`src/rtl/cfgds_pkg.sv`:
```
package cfgds_pkg;
   typedef enum logic {
      PH_CLK_HIGH = 1'b0,
      PH_CLK_LOW  = 1'b1
   } ser_phase_e;

   function automatic logic clk_level(ser_phase_e ph);
      return (ph == PH_CLK_HIGH);
   endfunction
endpackage

```
`src/rtl/cfgds_keygen.sv`:
```
module cfgds_keygen #(
   parameter int unsigned STATE_W = 32,
   parameter int unsigned KEY_W = 8,
   parameter logic [STATE_W-1:0] SEED = 32'h3F6DF2AB,
   parameter logic [STATE_W-1:0] ADD_K = 32'h0A853753,
   parameter logic [STATE_W-1:0] MUL_K = 32'h08034052,
   parameter int unsigned MOD_K = 177,
   parameter bit ITERATIVE = 1'b1
) (
   input  logic clk,
   input  logic rst_n,
   input  logic reseed_i,
   input  logic advance_i,
   output logic key_valid_o,
   output logic [KEY_W-1:0] key_o
);
   localparam int unsigned REM_W = $clog2(MOD_K) + 1;
   localparam int unsigned CNT_W = $clog2(STATE_W + 1);

   if (MOD_K < 2) begin : g_bad_mod
      $error("cfgds_keygen: MOD_K must be at least 2");
   end
   if (KEY_W > STATE_W) begin : g_bad_key
      $error("cfgds_keygen: KEY_W exceeds STATE_W");
   end

   logic [STATE_W-1:0] state_q;
   logic valid_q;

   assign key_valid_o = valid_q;
   assign key_o = state_q[KEY_W-1:0];

   if (ITERATIVE) begin : g_iter
      logic [STATE_W-1:0] dividend_q;
      logic [REM_W-1:0] rem_q, trial, rem_nxt;
      logic [CNT_W-1:0] cnt_q;
      logic busy_q;

      always_comb begin
         trial = {rem_q[REM_W-2:0], dividend_q[STATE_W-1]};
         rem_nxt = (trial >= REM_W'(MOD_K)) ? trial - REM_W'(MOD_K) : trial;
      end

      always_ff @(posedge clk or negedge rst_n) begin
         if (!rst_n) begin
            state_q <= SEED;
            dividend_q <= SEED + ADD_K;
            rem_q <= '0;
            cnt_q <= CNT_W'(STATE_W);
            busy_q <= 1'b1;
            valid_q <= 1'b0;
         end else if (reseed_i) begin
            state_q <= SEED;
            dividend_q <= SEED + ADD_K;
            rem_q <= '0;
            cnt_q <= CNT_W'(STATE_W);
            busy_q <= 1'b1;
            valid_q <= 1'b0;
         end else if (advance_i) begin
            dividend_q <= state_q + ADD_K;
            rem_q <= '0;
            cnt_q <= CNT_W'(STATE_W);
            busy_q <= 1'b1;
            valid_q <= 1'b0;
         end else if (busy_q) begin
            dividend_q <= {dividend_q[STATE_W-2:0], 1'b0};
            rem_q <= rem_nxt;
            cnt_q <= cnt_q - CNT_W'(1);
            if (cnt_q == CNT_W'(1)) begin
               busy_q <= 1'b0;
               valid_q <= 1'b1;
               state_q <= STATE_W'(rem_nxt) + state_q * MUL_K;
            end
         end
      end
   end else begin : g_direct
      logic pend_q;

      always_ff @(posedge clk or negedge rst_n) begin
         if (!rst_n) begin
            state_q <= SEED;
            pend_q <= 1'b1;
            valid_q <= 1'b0;
         end else if (reseed_i) begin
            state_q <= SEED;
            pend_q <= 1'b1;
            valid_q <= 1'b0;
         end else if (advance_i) begin
            pend_q <= 1'b1;
            valid_q <= 1'b0;
         end else if (pend_q) begin
            state_q <= ((state_q + ADD_K) % STATE_W'(MOD_K)) + state_q * MUL_K;
            pend_q <= 1'b0;
            valid_q <= 1'b1;
         end
      end
   end
endmodule

```
`src/rtl/cfgds_bitbang.sv`:
```
module cfgds_bitbang #(
   parameter int unsigned BYTE_W = 8,
   parameter int unsigned OUT_W = 8,
   parameter int unsigned DATA_POS = 6,
   parameter int unsigned CLK_POS = 0
) (
   input  logic clk,
   input  logic rst_n,
   input  logic flush_i,
   input  logic load_i,
   input  logic [BYTE_W-1:0] load_data_i,
   input  logic load_last_i,
   output logic busy_o,
   output logic out_valid_o,
   output logic [OUT_W-1:0] out_data_o,
   input  logic out_ready_i,
   output logic last_done_o
);
   import cfgds_pkg::*;

   localparam int unsigned IDX_W = (BYTE_W > 1) ? $clog2(BYTE_W) : 1;

   if (DATA_POS == CLK_POS || DATA_POS >= OUT_W || CLK_POS >= OUT_W) begin : g_bad_pos
      $error("cfgds_bitbang: pin positions invalid");
   end

   logic [BYTE_W-1:0] shreg_q;
   logic [IDX_W-1:0] idx_q;
   ser_phase_e phase_q;
   logic active_q, last_q;
   logic take, final_pair;

   assign take = active_q && out_ready_i;
   assign final_pair = (idx_q == IDX_W'(BYTE_W - 1)) && (phase_q == PH_CLK_LOW);

   always_ff @(posedge clk or negedge rst_n) begin
      if (!rst_n) begin
         shreg_q <= '0;
         idx_q <= '0;
         phase_q <= PH_CLK_HIGH;
         active_q <= 1'b0;
         last_q <= 1'b0;
      end else if (flush_i) begin
         active_q <= 1'b0;
         phase_q <= PH_CLK_HIGH;
         idx_q <= '0;
         last_q <= 1'b0;
      end else if (load_i) begin
         shreg_q <= load_data_i;
         idx_q <= '0;
         phase_q <= PH_CLK_HIGH;
         active_q <= 1'b1;
         last_q <= load_last_i;
      end else if (take) begin
         if (phase_q == PH_CLK_HIGH) begin
            phase_q <= PH_CLK_LOW;
         end else begin
            phase_q <= PH_CLK_HIGH;
            shreg_q <= {shreg_q[BYTE_W-2:0], 1'b0};
            idx_q <= idx_q + IDX_W'(1);
            if (final_pair) active_q <= 1'b0;
         end
      end
   end

   assign last_done_o = take && final_pair && last_q && !flush_i;
   assign busy_o = active_q;
   assign out_valid_o = active_q;

   for (genvar b = 0; b < OUT_W; b++) begin : g_pin
      if (b == DATA_POS) begin : g_data
         assign out_data_o[b] = active_q && shreg_q[BYTE_W-1];
      end else if (b == CLK_POS) begin : g_clk
         assign out_data_o[b] = active_q && clk_level(phase_q);
      end else begin : g_zero
         assign out_data_o[b] = 1'b0;
      end
   end
endmodule

```
`src/rtl/cfg_descramble_serializer.sv`:
```
module cfg_descramble_serializer #(
   parameter int unsigned STATE_W = 32,
   parameter int unsigned BYTE_W = 8,
   parameter int unsigned OUT_W = 8,
   parameter logic [STATE_W-1:0] SEED = 32'h3F6DF2AB,
   parameter logic [STATE_W-1:0] ADD_K = 32'h0A853753,
   parameter logic [STATE_W-1:0] MUL_K = 32'h08034052,
   parameter int unsigned MOD_K = 177,
   parameter int unsigned DATA_POS = 6,
   parameter int unsigned CLK_POS = 0,
   parameter bit ITERATIVE = 1'b1
) (
   input  logic clk,
   input  logic rst_n,
   input  logic start_i,
   input  logic in_valid_i,
   input  logic [BYTE_W-1:0] in_data_i,
   input  logic in_last_i,
   output logic in_ready_o,
   output logic out_valid_o,
   output logic [OUT_W-1:0] out_data_o,
   input  logic out_ready_i,
   output logic done_o
);
   logic key_valid, ser_busy, accept, last_done, done_q;
   logic [BYTE_W-1:0] key;

   assign in_ready_o = key_valid && !ser_busy;
   assign accept = in_valid_i && in_ready_o && !start_i;

   cfgds_keygen #(
      .STATE_W(STATE_W), .KEY_W(BYTE_W), .SEED(SEED), .ADD_K(ADD_K),
      .MUL_K(MUL_K), .MOD_K(MOD_K), .ITERATIVE(ITERATIVE)
   ) u_keygen (
      .clk(clk), .rst_n(rst_n), .reseed_i(start_i), .advance_i(accept),
      .key_valid_o(key_valid), .key_o(key)
   );

   cfgds_bitbang #(
      .BYTE_W(BYTE_W), .OUT_W(OUT_W), .DATA_POS(DATA_POS), .CLK_POS(CLK_POS)
   ) u_bitbang (
      .clk(clk), .rst_n(rst_n), .flush_i(start_i), .load_i(accept),
      .load_data_i(in_data_i ^ key), .load_last_i(in_last_i),
      .busy_o(ser_busy), .out_valid_o(out_valid_o), .out_data_o(out_data_o),
      .out_ready_i(out_ready_i), .last_done_o(last_done)
   );

   always_ff @(posedge clk or negedge rst_n) begin
      if (!rst_n) done_q <= 1'b0;
      else if (start_i) done_q <= 1'b0;
      else if (last_done) done_q <= 1'b1;
   end

   assign done_o = done_q;
endmodule

```
`config.mk`:
```
export PLATFORM = sky130hd
export DESIGN_NAME = cfg_descramble_serializer
export DESIGN_NICKNAME = d
export VERILOG_FILES = /design/src/rtl/cfgds_pkg.sv /design/src/rtl/cfgds_keygen.sv /design/src/rtl/cfgds_bitbang.sv /design/src/rtl/cfg_descramble_serializer.sv
export SDC_FILE = /design/constraint.sdc
export NUM_CORES = 1
export LEC_CHECK = 0
export ABC_AREA = 1
export BUFFER_PORTS_ARGS = -buffer_cell sky130_fd_sc_hd__clkbuf_2
export CAP_MARGIN = 10
export CORE_AREA = 2 2 151 153
export DETAILED_ROUTE_END_ITERATION = 10
export DIE_AREA = 0 0 153 155
export GPL_ROUTABILITY_DRIVEN = 0
export PLACE_DENSITY = 0.84
export SYNTH_ARGS = -nofsm -noshare
export SYNTH_HDL_FRONTEND = slang
export SYNTH_HIERARCHICAL = 1
export SYNTH_SLANG_ARGS = --single-unit
```
`constraint.sdc`:
```
create_clock -name clk -period 5.2 [get_ports clk]
set_input_delay 0.26 -clock clk [delete_from_list [all_inputs] [get_ports clk]]
set_output_delay 0.26 -clock clk [all_outputs]
set_load 0.02 [all_outputs]
```
After elaboration in Yosys (flattened, before gate mapping) --
Index checks and enable logic that the tools add are counted.
Word-level totals: register bits after elaboration 95, output and inout bits 11, logic and storage cells 95
Cells by class: add/sub/neg operators 5, $mul 1, magnitude comparators 1, eq/ne operators 3, mux-type cells 42, bitwise operators 3, reduce and logical (&&, ||, !) cells 28
Operators with widths (number):
- $mux 32 | 7
- $mux 8 | 6
- $add 32x28->32 const B | 1
- $add 9x32->32 | 1
- $mul 32x27->31 const B | 1
- $mux 1 | 21
- $mux 6 | 3
- $reduce_bool 3->1 | 5
- $mux 3 | 4
- $reduce_bool 2->1 | 6
- $logic_and 1x1->1 | 10
- $ge 9x8->1 const B | 1
- $mux 9 | 1
- $reduce_and 3->1 | 3
- $sub 9x8->9 const B | 1
- $xor 8x8->8 | 1
- $eq 6x1->1 const B | 1
- $sub 6x1->6 const B | 1
- $reduce_and 2->1 | 2
- $add 3x1->3 const B | 1
- $eq 3x3->1 const B | 1
- $logic_not 1->1 | 2
- $ne 2x2->1 const B | 1
- $not 1->1 | 2

Depth between registers and ports, before layout --
Gate-level depths: netlist (run 1).
depth in word-level cells 7, depth in mapped cells 32, gate-level depth less buffers 32

Modules after synthesis --
The synthesis (run 1) kept the hierarchy.
By module, submodules not included:
- cfgds_keygen | times used 1, cells each 1666, area each 11908.9 sq um, sequential area each 2054.5 sq um
- cfgds_bitbang | times used 1, cells each 107, area each 812.0 sq um, sequential area each 350.3 sq um
- cfg_descramble_serializer | times used 1, cells each 41, area each 177.7 sq um, sequential area each 25.0 sq um

Worst setup path before layout (run 1) --
No wires, ideal clock.
kind register to register, from register u_keygen.state_q[12], to register u_keygen.state_q[30], library setup time 66 ps, arrival time 5279 ps, slack -145 ps, cell stages (with the launch flop) 30, path buffers 1, cell sequence dfstp_2 > inv_1 > ha_1 > fa_1 > inv_1 > ha_1 > ha_1 > inv_1 > fa_1 > inv_1 > fa_1 > inv_1 > fa_1 > inv_1 > ha_1 > buf_2 > nand2_1 > nor2_1 > nand2_1 > nor2_1 > nand2_1 > nand3_1 > nand2_1 > nand2_1 > nand2_1 > nor2_1 > nand4_1 > a21oi_1 > nand2_1 > nand2_1
Between the ends: cells in the longest elaborated chain, start to end 6
RTL lines:
- start: declaration | RTL line cfgds_keygen.sv:27 | logic [STATE_W-1:0] state_q;
- start signal: assignment | RTL line cfgds_keygen.sv:72 | state_q <= STATE_W'(rem_nxt) + state_q * MUL_K;
- $mul 32x27->31 | RTL line cfgds_keygen.sv:72
- $add 9x32->32 | RTL line cfgds_keygen.sv:72
- $mux 32 | RTL line cfgds_keygen.sv:69 | if (cnt_q == CNT_W'(1)) begin
- $mux 32 | RTL line cfgds_keygen.sv:65 | end else if (busy_q) begin
- $mux 32 | RTL line cfgds_keygen.sv:59 | end else if (advance_i) begin
- $mux 32 | RTL line cfgds_keygen.sv:52 | end else if (reseed_i) begin
Every way passes these cells. The select of a mux whose other input is x is not followed. A chain may end at the register's enable or synchronous reset.

Worst setup path in the final report (run 1) --
from register u_keygen.state_q[7], to register u_keygen.state_q[29]
The elaborated chain is that of the path after synthesis.

==> summary.txt, run 1 <==
Initial antenna violation count = 1
Maxcap violations = 0
Largest net degree at the start of global routing = 64
Register area share after synthesis = 18.84%
Mapped Cells = 1814
Hold Path Class = in2reg
Die height = 155 µm
PortBufs = 18
Most common cell in the synthesized netlist = nand2_1
Vias = 13495
GRT Total Usage = 31.75%
Ys async rst share = 100.0%
Area leader, netlist = ha_1
WHS Path Cells = 3
PD cells = 683.3 mW/mm²
Ant. Diodes = 0
Place WS = -0.3542 ns
Die X = 153 µm
Reg2reg path depth = 28
Final min period = 5.625 ns
Inst Count DP = 2205
I/O Pins = 25
Average cell area after synthesis = 7.111 µm²
Failing checks = negative setup slack
P&R area growth vs syn = 21.50%
Layout cell share with drive strength beyond 1 = 25.60%
Critical path type = reg2reg
Main synth FF type = dfrtp_1
Sink Count = 95
Fin cells = 2250
Post-route ant nets = 0
Maximum fanout along the worst path = 6
Via/cell ratio = 5.998
Row count = 55
Core outline area = 0.02223 mm²
Post-route design area = 0.01567 mm²
Status = finished with violations
Req. time, crit path = 5.50 ns
First-pass GRT wire length = 60990 µm
Worst clock skew = 0.01209 ns
Cell with the largest stage delay on the worst path = dfstp_2
Kind of start point of the critical path = flop
Final Cycle Share = 108.2%
Initial Util = 58.03%
Max-slew headroom = 42.35%
Synth top cells by count = nand2_1 (443), inv_1 (390), ha_1 (212)
Final setup viols = 10
Deepest clock path buffer count = 2
Area contributors post-synth = ha_1 (21%), nand2_1 (13%), inv_1 (11%), fa_1 (10%), dfrtp_1 (10%)
Placed Area = 0.01408 mm²
Fmax = 0.1778 GHz
Mapped Area = 0.01290 mm²
Final Max Slew Viols = 0
DR iter-0 viols = 1360
Register area = 0.002432 mm²
Core Util, Final = 70.50%
Worst Setup End Kind = flop
Setup_tns = -2.652 ns
Yosys reg bits = 95
Peak supply drop = 0.0006841 V
Root buffer cell = clkbuf_16
Clock transition at the registers of the reported paths = 0.08 ns
RSZ-0062 raised after global routing = yes
Final-report hold violation count = 0
Distinct cell type count after synthesis = 53
Number of flops mapped to enable cells by yosys = 0
DR WL/cell = 19.45 µm
Total die area = 0.02372 mm²
Fill cell count = 1474
Htree depth = 3
Hpwl dp = 29230 µm
Max stage delay on crit path = 0.65 ns
Yosys synthesis warning count = 6
Grt ovf = 0
Final WS setup = -0.4250 ns
Lkg Pwr = 8.230 nW
Worst slew pin tran = 0.8581 ns
Total Routed Length = 43750 µm
Skew-Pair Late Insertion Delay = 0.36 ns
Remaining DRCs = 0
TritonRoute pass-1 iters = 6
Crit path DAT = 5.93 ns
Final-stage net count = 2253
CTS tree = built
Post-synth top area share = 20.56%
CTS Buf Count = 9
Area of the multi-input gates = 0.009791 mm²
Vias in the first global route = 12685
cell type report:
type / instances / area share (%)
clock buffer: 9 / 1.437
clock inverter: 7 / 0.5349
inverter: 406 / 9.820
multi-input combinational: 1283 / 62.47
sequential: 95 / 15.52
tap: 285 / 2.275
timing repair buffer: 165 / 7.936
path summary, 6_finish.rpt:
kind                                           startpoint                        endpoint  slack (ns)
setup reg to reg                      u_keygen/state_q[7]            u_keygen/state_q[29]       -0.43
max in group asynchronous                           rst_n             u_keygen/state_q[2]        3.61
hold reg to reg            u_keygen/g_iter.dividend_q[17]  u_keygen/g_iter.dividend_q[17]        0.47
min in group asynchronous                           rst_n  u_keygen/g_iter.dividend_q[28]        0.40
hold / removal                                  in_last_i                u_bitbang/last_q        0.17
setup / recovery                      u_keygen/state_q[7]            u_keygen/state_q[29]       -0.43
metal layers:
metal	global-route usage (%)	share of wire (%)	wire length, µm
met1	38.26	35	15280
met2	54.24	46	19950
met3	5.460	10	4395
met4	17.55	9.4	4126
met5	0	0	0
power by group:
group	internal (mW)	switching [mW]
combinational	3.77	5.38
clock	0.346	0.352
sequential	0.806	0.0578
layout by cell type (no fill, tap or decap), types with 17 or more instances in the layout:
master	synthesis	final
nand2_1	443	385
inv_1	390	345
ha_1	212	166
nand4_1	31	31
nand3_1	79	71
xor2_1	21	21
buf_4	16	136
inv_2	14	54
o21ai_0	66	65
nor2_1	131	105
nand2_2	25	67
o22ai_1	23	23
clkbuf_2	0	17
dfrtp_1	53	51
nand2_4	2	18
fa_1	67	66
nor2_4	2	23
a21oi_1	70	55
nor2_2	16	21
dfstp_2	42	42
ha_4	0	34
cell families (layout without fill, tap and decap cells):
family	after synthesis	in the layout	share of synthesized area [%]
simple gates	767	767	25.96
buf+inv	441	587	13.34
fa+ha+maj	279	279	30.96
compound gates	200	200	8.769
flops	95	95	18.84
xor+xnor	31	31	2.105
other cells	1	6	0.02907
per-stage QoR:
| step | total power [mW] | hold slack, ns |
|---|---|---|
| after global placement | 6.828 | 0.2412 |
| after CTS | 8.821 | 0.1576 |
| final | 10.71 | 0.1665 |
| after detailed placement | 6.976 | 0.2467 |
| after floorplan | 4.563 | -0.03559 |
| after global routing | 11.28 | 0.1693 |
critical path: cells and delay by family, from the launching register on:
family	cells	cell delay, ns
buf+inv	6	0.38
flops	1	0.65
fa+ha+maj	8	3.10
simple gates	14	1.43
registers in the layout, indices dropped and copies added, names as in the netlist:
register                    count
u_keygen/g_iter.dividend_q     32
u_keygen/state_q               32
u_keygen/key_valid_o            1
u_bitbang/phase_q               1
u_bitbang/last_q                1
u_bitbang/busy_o                1
u_keygen/g_iter.busy_q          1
u_keygen/g_iter.rem_q           8
done_o                          1
u_bitbang/shreg_q               8
u_bitbang/idx_q                 3
u_keygen/g_iter.cnt_q           6
repair_timing:
| item | 4_1_cts | 5_1_grt |
|---|---|---|
| cloned | 0 | 0 |
| hold buffers | 1 | 0 |
| gates resized for setup | 127 | 147 |
| pin swaps | 68 | 109 |
| hold endpoints to repair | 12 | 0 |
| buffers inserted | 16 | 13 |
| endpoints found under the setup margin | 11 | 14 |
Note: power is estimated with default switching activity, not from simulation.
==> inputs of run 2 (changes only) <==
--- a/config.mk
+++ b/config.mk
@@ -12,7 +12,8 @@
 export DETAILED_ROUTE_END_ITERATION = 10
 export DIE_AREA = 0 0 153 155
 export GPL_ROUTABILITY_DRIVEN = 0
-export PLACE_DENSITY = 0.84
+export PLACE_DENSITY = 0.78
+export SKIP_CTS_REPAIR_TIMING = 1
 export SYNTH_ARGS = -nofsm -noshare
 export SYNTH_HDL_FRONTEND = slang
 export SYNTH_HIERARCHICAL = 1
==> summary.txt, run 2 (synthesis gave the netlist of run 1 again) <==
First-pass GRT wire length = 58220 µm (-4.5%)
Maxcap violations = 0 (unchanged)
Post-route design area = 0.01546 mm² (-1.4%)
Maximum fanout along the worst path = 4 (-2)
Final setup viols = 10 (unchanged)
Core Util, Final = 69.54% (-0.96 points)
PD cells = 644.0 mW/mm² (-5.7%)
Post-route ant nets = 0 (unchanged)
Lkg Pwr = 8.172 nW (-0.70%)
Max-slew headroom = 34.65% (-7.7 points)
Cell with the largest stage delay on the worst path = fa_1
Sink Count = 95 (unchanged)
Failing checks = negative setup slack
Initial antenna violation count = 0 (-1)
Vias = 12550 (-7.0%)
Crit path DAT = 5.74 ns (-0.19 ns)
Skew-Pair Late Insertion Delay = 0.35 ns (about the same)
Clock transition at the registers of the reported paths = 0.08 ns (about the same)
Critical hold path startpoint = in_last_i
Largest net degree at the start of global routing = 61 (-4.7%)
Vias in the first global route = 11998 (-5.4%)
Final-stage net count = 2243 (-0.44%)
Die X = 153 µm (unchanged)
Most common cell after layout, fill and taps aside = nand2_1
Core outline area = 0.02223 mm² (unchanged)
Placed Area = 0.01408 mm² (about the same)
FF-to-FF Start = u_keygen/state_q[4]
Worst Setup End Kind = flop
Row count = 55 (unchanged)
Initial Util = 58.03% (unchanged)
Grt ovf = 0 (unchanged)
Critical path type = reg2reg
Final WS setup = -0.2413 ns (+0.1837 ns)
Fmax = 0.1838 GHz (+3.4%)
Die height = 155 µm (unchanged)
I/O Pins = 25 (unchanged)
Hpwl dp = 29130 µm (-0.36%)
Req. time, crit path = 5.50 ns (about the same)
Final min period = 5.441 ns (-0.1837 ns)
TritonRoute pass-1 iters = 6 (unchanged)
Via/cell ratio = 5.603 (-6.6%)
Deepest clock path buffer count = 2 (unchanged)
Final Cycle Share = 104.6% (-3.5 points)
Top flop regs = u_keygen/g_iter.dividend_q: 32 flops, u_keygen/state_q: 32 flops
Worst clock skew = 0.008504 ns (-0.003583 ns)
Hold Path Class = in2reg
RSZ-0062 raised after global routing = yes
Commonest cells after routing, fill and taps aside = nand2_1 (387), inv_1 (357), ha_1 (175)
Inst Count DP = 2206 (+0.045%)
CTS Buf Count = 9 (unchanged)
Fin cells = 2240 (-0.44%)
PortBufs = 18 (unchanged)
Layout cell share with drive strength beyond 1 = 23.99% (-1.6 points)
Crit path launch = u_keygen/state_q[4]
Kind of start point of the critical path = flop
Total Routed Length = 38370 µm (-12%)
Worst Hold Margin = 0.1602 ns (-0.006317 ns)
Worst slew pin tran = 0.9767 ns (+0.1186 ns)
DR iter-0 viols = 996 (-27%)
Final Max Slew Viols = 0 (unchanged)
Setup_tns = -1.930 ns (+0.7218 ns)
DR WL/cell = 17.13 µm (-12%)
P&R area growth vs syn = 19.84%
CTS tree = built
Max stage delay on crit path = 0.54 ns (-0.11 ns)
Power Total = 9.955 mW (-7.0%)
Ant. Diodes = 0 (unchanged)
Status = finished with violations
Htree depth = 3 (unchanged)
Most frequent CP cell = inv_1
Final-report hold violation count = 0 (unchanged)
Total die area = 0.02372 mm² (unchanged)
Remaining DRCs = 0 (unchanged)
Peak supply drop = 0.0006909 V (+0.99%)
GRT Total Usage = 30.18% (-1.6 points)
Place WS = -0.3469 ns (+0.007287 ns)
Root buffer cell = clkbuf_16
[run 2: worst paths after layout]
check | cells after the start | slack, ns | to
worst max-delay path | 27 | -0.24 | u_keygen/state_q[30]
worst min-delay path | 3 | 0.16 | u_bitbang/last_q
worst max register to register | 27 | -0.24 | u_keygen/state_q[30]
worst min register to register | 2 | 0.48 | u_keygen/g_iter.dividend_q[27]
max in group asynchronous | 3 | 3.60 | u_keygen/state_q[2]
min in group asynchronous | 2 | 0.42 | u_keygen/g_iter.dividend_q[28]
[run 2: cell type report]
type | count | area (µm²)
tap | 285 | 356.6
clock buffer | 9 | 225.2
sequential | 95 | 2432
inverter | 406 | 1531
clock inverter | 7 | 97.59
fill | 1662 | 6770
timing repair buffer | 155 | 1146
multi-input combinational | 1283 | 9668
[run 2: report_power, final]
| group | switching [mW] | internal [mW] |
|---|---|---|
| logic | 4.84 | 3.53 |
| clock network | 0.334 | 0.390 |
| registers | 0.0527 | 0.806 |
[run 2: metal layers]
metal	vias up	global-route usage, %	share of wire, %	wire [µm]
li1	5955	-	-	-
met1	5892	39.08	40	15170
met2	555	52.02	49	18680
met3	148	2.646	6.5	2481
met4	0	13.01	5.3	2037
met5	-	0	0	0
[run 2: worst max-delay path, delay by kind of cell, from the launching register on]
kind                     cells  cell delay, ns
AND/OR/NAND/NOR             10            1.08
buffers and inverters        8            0.70
flip-flops                   1            0.43
adder cells (fa/ha/maj)      8            2.99
AO/OA/AOI/OAI                1            0.16
==> inputs of run 3 (changes only) <==
--- a/config.mk
+++ b/config.mk
@@ -5,14 +5,13 @@
 export SDC_FILE = /design/constraint.sdc
 export NUM_CORES = 1
 export LEC_CHECK = 0
-export ABC_AREA = 1
 export BUFFER_PORTS_ARGS = -buffer_cell sky130_fd_sc_hd__clkbuf_2
 export CAP_MARGIN = 10
-export CORE_AREA = 2 2 151 153
+export CORE_AREA = 2 2 144 146
 export DETAILED_ROUTE_END_ITERATION = 10
-export DIE_AREA = 0 0 153 155
+export DIE_AREA = 0 0 146 148
 export GPL_ROUTABILITY_DRIVEN = 0
-export PLACE_DENSITY = 0.78
+export PLACE_DENSITY = 0.87
 export SKIP_CTS_REPAIR_TIMING = 1
 export SYNTH_ARGS = -nofsm -noshare
 export SYNTH_HDL_FRONTEND = slang
==> summary.txt, run 3 <==
R2r setup slk = -0.83 ns (-0.59 ns)
First-pass GRT wire length = 50510 µm (-13%)
Register area share after synthesis = 20.83% (+2.0 points)
Kind of start point of the critical path = flop
Hold Path Class = in2reg
Commonest cells after routing, fill and taps aside = inv_1 (182), ha_1 (175), buf_4 (147)
Met1 Routed Length = 12330 µm (-19%)
DR WL/cell = 21.31 µm (+24%)
Cell with the largest stage delay on the worst path = dfstp_2
Sink Count = 95 (unchanged)
Post-synth top area share = 22.74% (+2.2 points)
Number of flops mapped to enable cells by yosys = 0 (unchanged)
Root buffer cell = clkbuf_16
Grt ovf = 0 (unchanged)
Most common cell after layout, fill and taps aside = inv_1
RSZ-0062 raised after global routing = yes
P&R area growth vs syn = 20.91%
Register area = 0.002435 mm² (+0.10%)
Vias = 10267 (-18%)
Top layer in use = met4
Via/cell ratio = 6.170 (+10%)
Failing checks = negative setup slack
Met2 wire len = 17110 µm (-8.4%)
Htree depth = 3 (unchanged)
Initial Util = 58.20% (+0.17 points)
Critical Path End = u_keygen/state_q[31]
GRT Total Usage = 29.37% (-0.81 points)
Placed Area = 0.01324 mm² (-6.0%)
Clock transition at the registers of the reported paths = 0.08 ns (about the same)
I/O Pins = 25 (unchanged)
Kind of cell adding the most delay to the critical path = adder cells
Max stage delay on crit path = 0.67 ns (+0.13 ns)
Routed wl met3 = 3127 µm (+26%)
Most frequent CP cell = inv_1
Final setup viols = 11 (+1)
Post-route design area = 0.01410 mm² (-8.8%)
TritonRoute pass-1 iters = 5 (-1)
PortBufs = 18 (unchanged)
Total Routed Length = 35450 µm (-7.6%)
Post-synthesis mux area share = 3.583% (+3.6 points)
Largest family of logic cells by synthesized area = adder cells
Die height = 148 µm (-4.5%)
Row count = 52 (-5.5%)
Remaining DRCs = 0 (unchanged)
Req. time, crit path = 5.42 ns (-0.08 ns)
Yosys reg bits = 95 (unchanged)
Maxcap violations = 0 (unchanged)
Top flop regs = u_keygen/g_iter.dividend_q: 32 flops, u_keygen/state_q: 32 flops
Ys async rst share = 100.0% (unchanged)
Main synth FF type = dfrtp_1
Reg2reg path depth = 25 (-7.4%)
Area of the multi-input gates = 0.008961 mm² (-7.3%)
Final-stage net count = 1681 (-25%)
Synth Area in Compound Gates = 12.60% (+3.8 points)
DR iter-0 viols = 1025 (+2.9%)
Final min period = 6.030 ns (+0.5886 ns)
Synth top cells by count = ha_1 (212), inv_1 (202), nor2_1 (90)
Crit path launch = u_keygen/state_q[3]
Core Util, Final = 70.37% (+0.83 points)
Final Max Slew Viols = 0 (unchanged)
Buf/Inv on CP = 6 (-2)
Area leader, netlist = ha_1
Mapped Cells = 1248 (-31%)
Critical path type = reg2reg
FF-to-FF Start = u_keygen/state_q[3]
Yosys synthesis warning count = 6 (unchanged)
Average cell area after synthesis = 9.346 µm² (+31%)
Core outline area = 0.02004 mm² (-9.8%)
Status = finished with violations
Distinct cell type count after synthesis = 84 (+58%)
Reg-to-reg endpoint = u_keygen/state_q[31]
Area contributors post-synth = ha_1 (23%), fa_1 (11%), dfrtp_1 (11%), dfstp_2 (9.5%), inv_1 (6.5%)
Final-report hold violation count = 0 (unchanged)
Die X = 146 µm (-4.6%)
Worst Setup End Kind = flop
Fill cell count = 1292 (-22%)
Stages on worst setup path = 25 (-7.4%)
Layout cell share with drive strength beyond 1 = 28.28% (+4.3 points)
Max-slew headroom = 44.29% (+9.6 points)
Mapped Area = 0.01166 mm² (-9.6%)
Largest net degree at the start of global routing = 57 (-6.6%)
Total die area = 0.02161 mm² (-8.9%)
Fmax = 0.1658 GHz (-9.8%)
Crit path DAT = 6.25 ns (+0.51 ns)
Skew-Pair Late Insertion Delay = 0.38 ns (+0.03 ns)
Post-Synth XOR/XNOR Area = 8.324% (+6.2 points)
Worst slew pin tran = 0.8336 ns (-0.1431 ns)
Final Cycle Share = 116.0% (+11 points)
Hpwl dp = 24640 µm (-15%)
Post-route ant nets = 0 (unchanged)
Initial antenna violation count = 1 (+1)
Place WS = -0.4974 ns (-0.1505 ns)
Area share of and/or/nand/nor cells after synthesis = 10.89% (-15 points)
Adder-Cell Fraction of Synth Area = 34.24% (+3.3 points)
Maximum fanout along the worst path = 5 (+1)
Worst clock skew = 0.01075 ns (+0.002244 ns)
Deepest clock path buffer count = 2 (unchanged)
CTS Buf Count = 9 (unchanged)
Final WS setup = -0.8299 ns (-0.5886 ns)
CTS tree = built
Most common cell in the synthesized netlist = ha_1
Vias in the first global route = 10218 (-15%)
[run 3: area by class of cell]
| cell class | count | share of cell area (%) |
|---|---|---|
| sequential | 95 | 17.27 |
| timing repair buffer | 173 | 9.325 |
| inverter | 203 | 5.421 |
| tap | 270 | 2.396 |
| clock buffer | 9 | 1.597 |
| clock inverter | 7 | 0.4347 |
| multi-input combinational | 906 | 63.54 |
| antenna | 1 | 0.01774 |
[run 3: cells by family (layout without fill, tap and decap cells)]
family | after synthesis | in the layout
other | 1 | 7
multiplexers | 40 | 40
flip-flops | 95 | 95
buffers and inverters | 252 | 392
AND/OR/NAND/NOR | 257 | 257
adder cells (fa/ha/maj) | 279 | 279
XOR/XNOR | 110 | 110
AO/OA/AOI/OAI | 214 | 214
[run 3: how the worst min path moves through the flow]
stage / start / to / slack, ns / depth (start not counted)
2_1_floorplan: rst_n / done_o / -0.04 / 0
3_3_place_gp: rst_n / u_bitbang/idx_q[1] / 0.27 / 1
3_5_place_dp: rst_n / u_bitbang/idx_q[1] / 0.28 / 1
4_1_cts: rst_n / u_bitbang/idx_q[1] / -0.12 / 1
5_1_grt: in_last_i / u_bitbang/last_q / 0.16 / 3
6_report: in_last_i / u_bitbang/last_q / 0.14 / 3
[run 3: worst min-delay path, delay by kind of cell]
family,cells,cell delay [ns]
simple gates,1,0.09
buf+inv,1,0.07
mux,1,0.06
[run 3: per-layer routing]
| metal | track usage [%] | vias to the layer above |
|---|---|---|
| li1 | - | 4455 |
| met1 | 35.15 | 4908 |
| met2 | 52.12 | 650 |
| met3 | 4.753 | 254 |
| met4 | 13.35 | 0 |
| met5 | 0 | - |
[run 3: through the flow]
stage	instances	TNS, ns	hold slack, ns
after floorplan	1253	-0.1553	-0.03559
after global placement	1631	-2.042	0.2740
after detailed placement	1631	-4.063	0.2781
after CTS	1647	-4.670	-0.1205
after global routing	1663	-7.046	0.1592
final	1664	-5.633	0.1441
Power of run 3 is not shown: default switching activity piles up to over one toggle a cycle in this logic, so the estimate is an artifact.
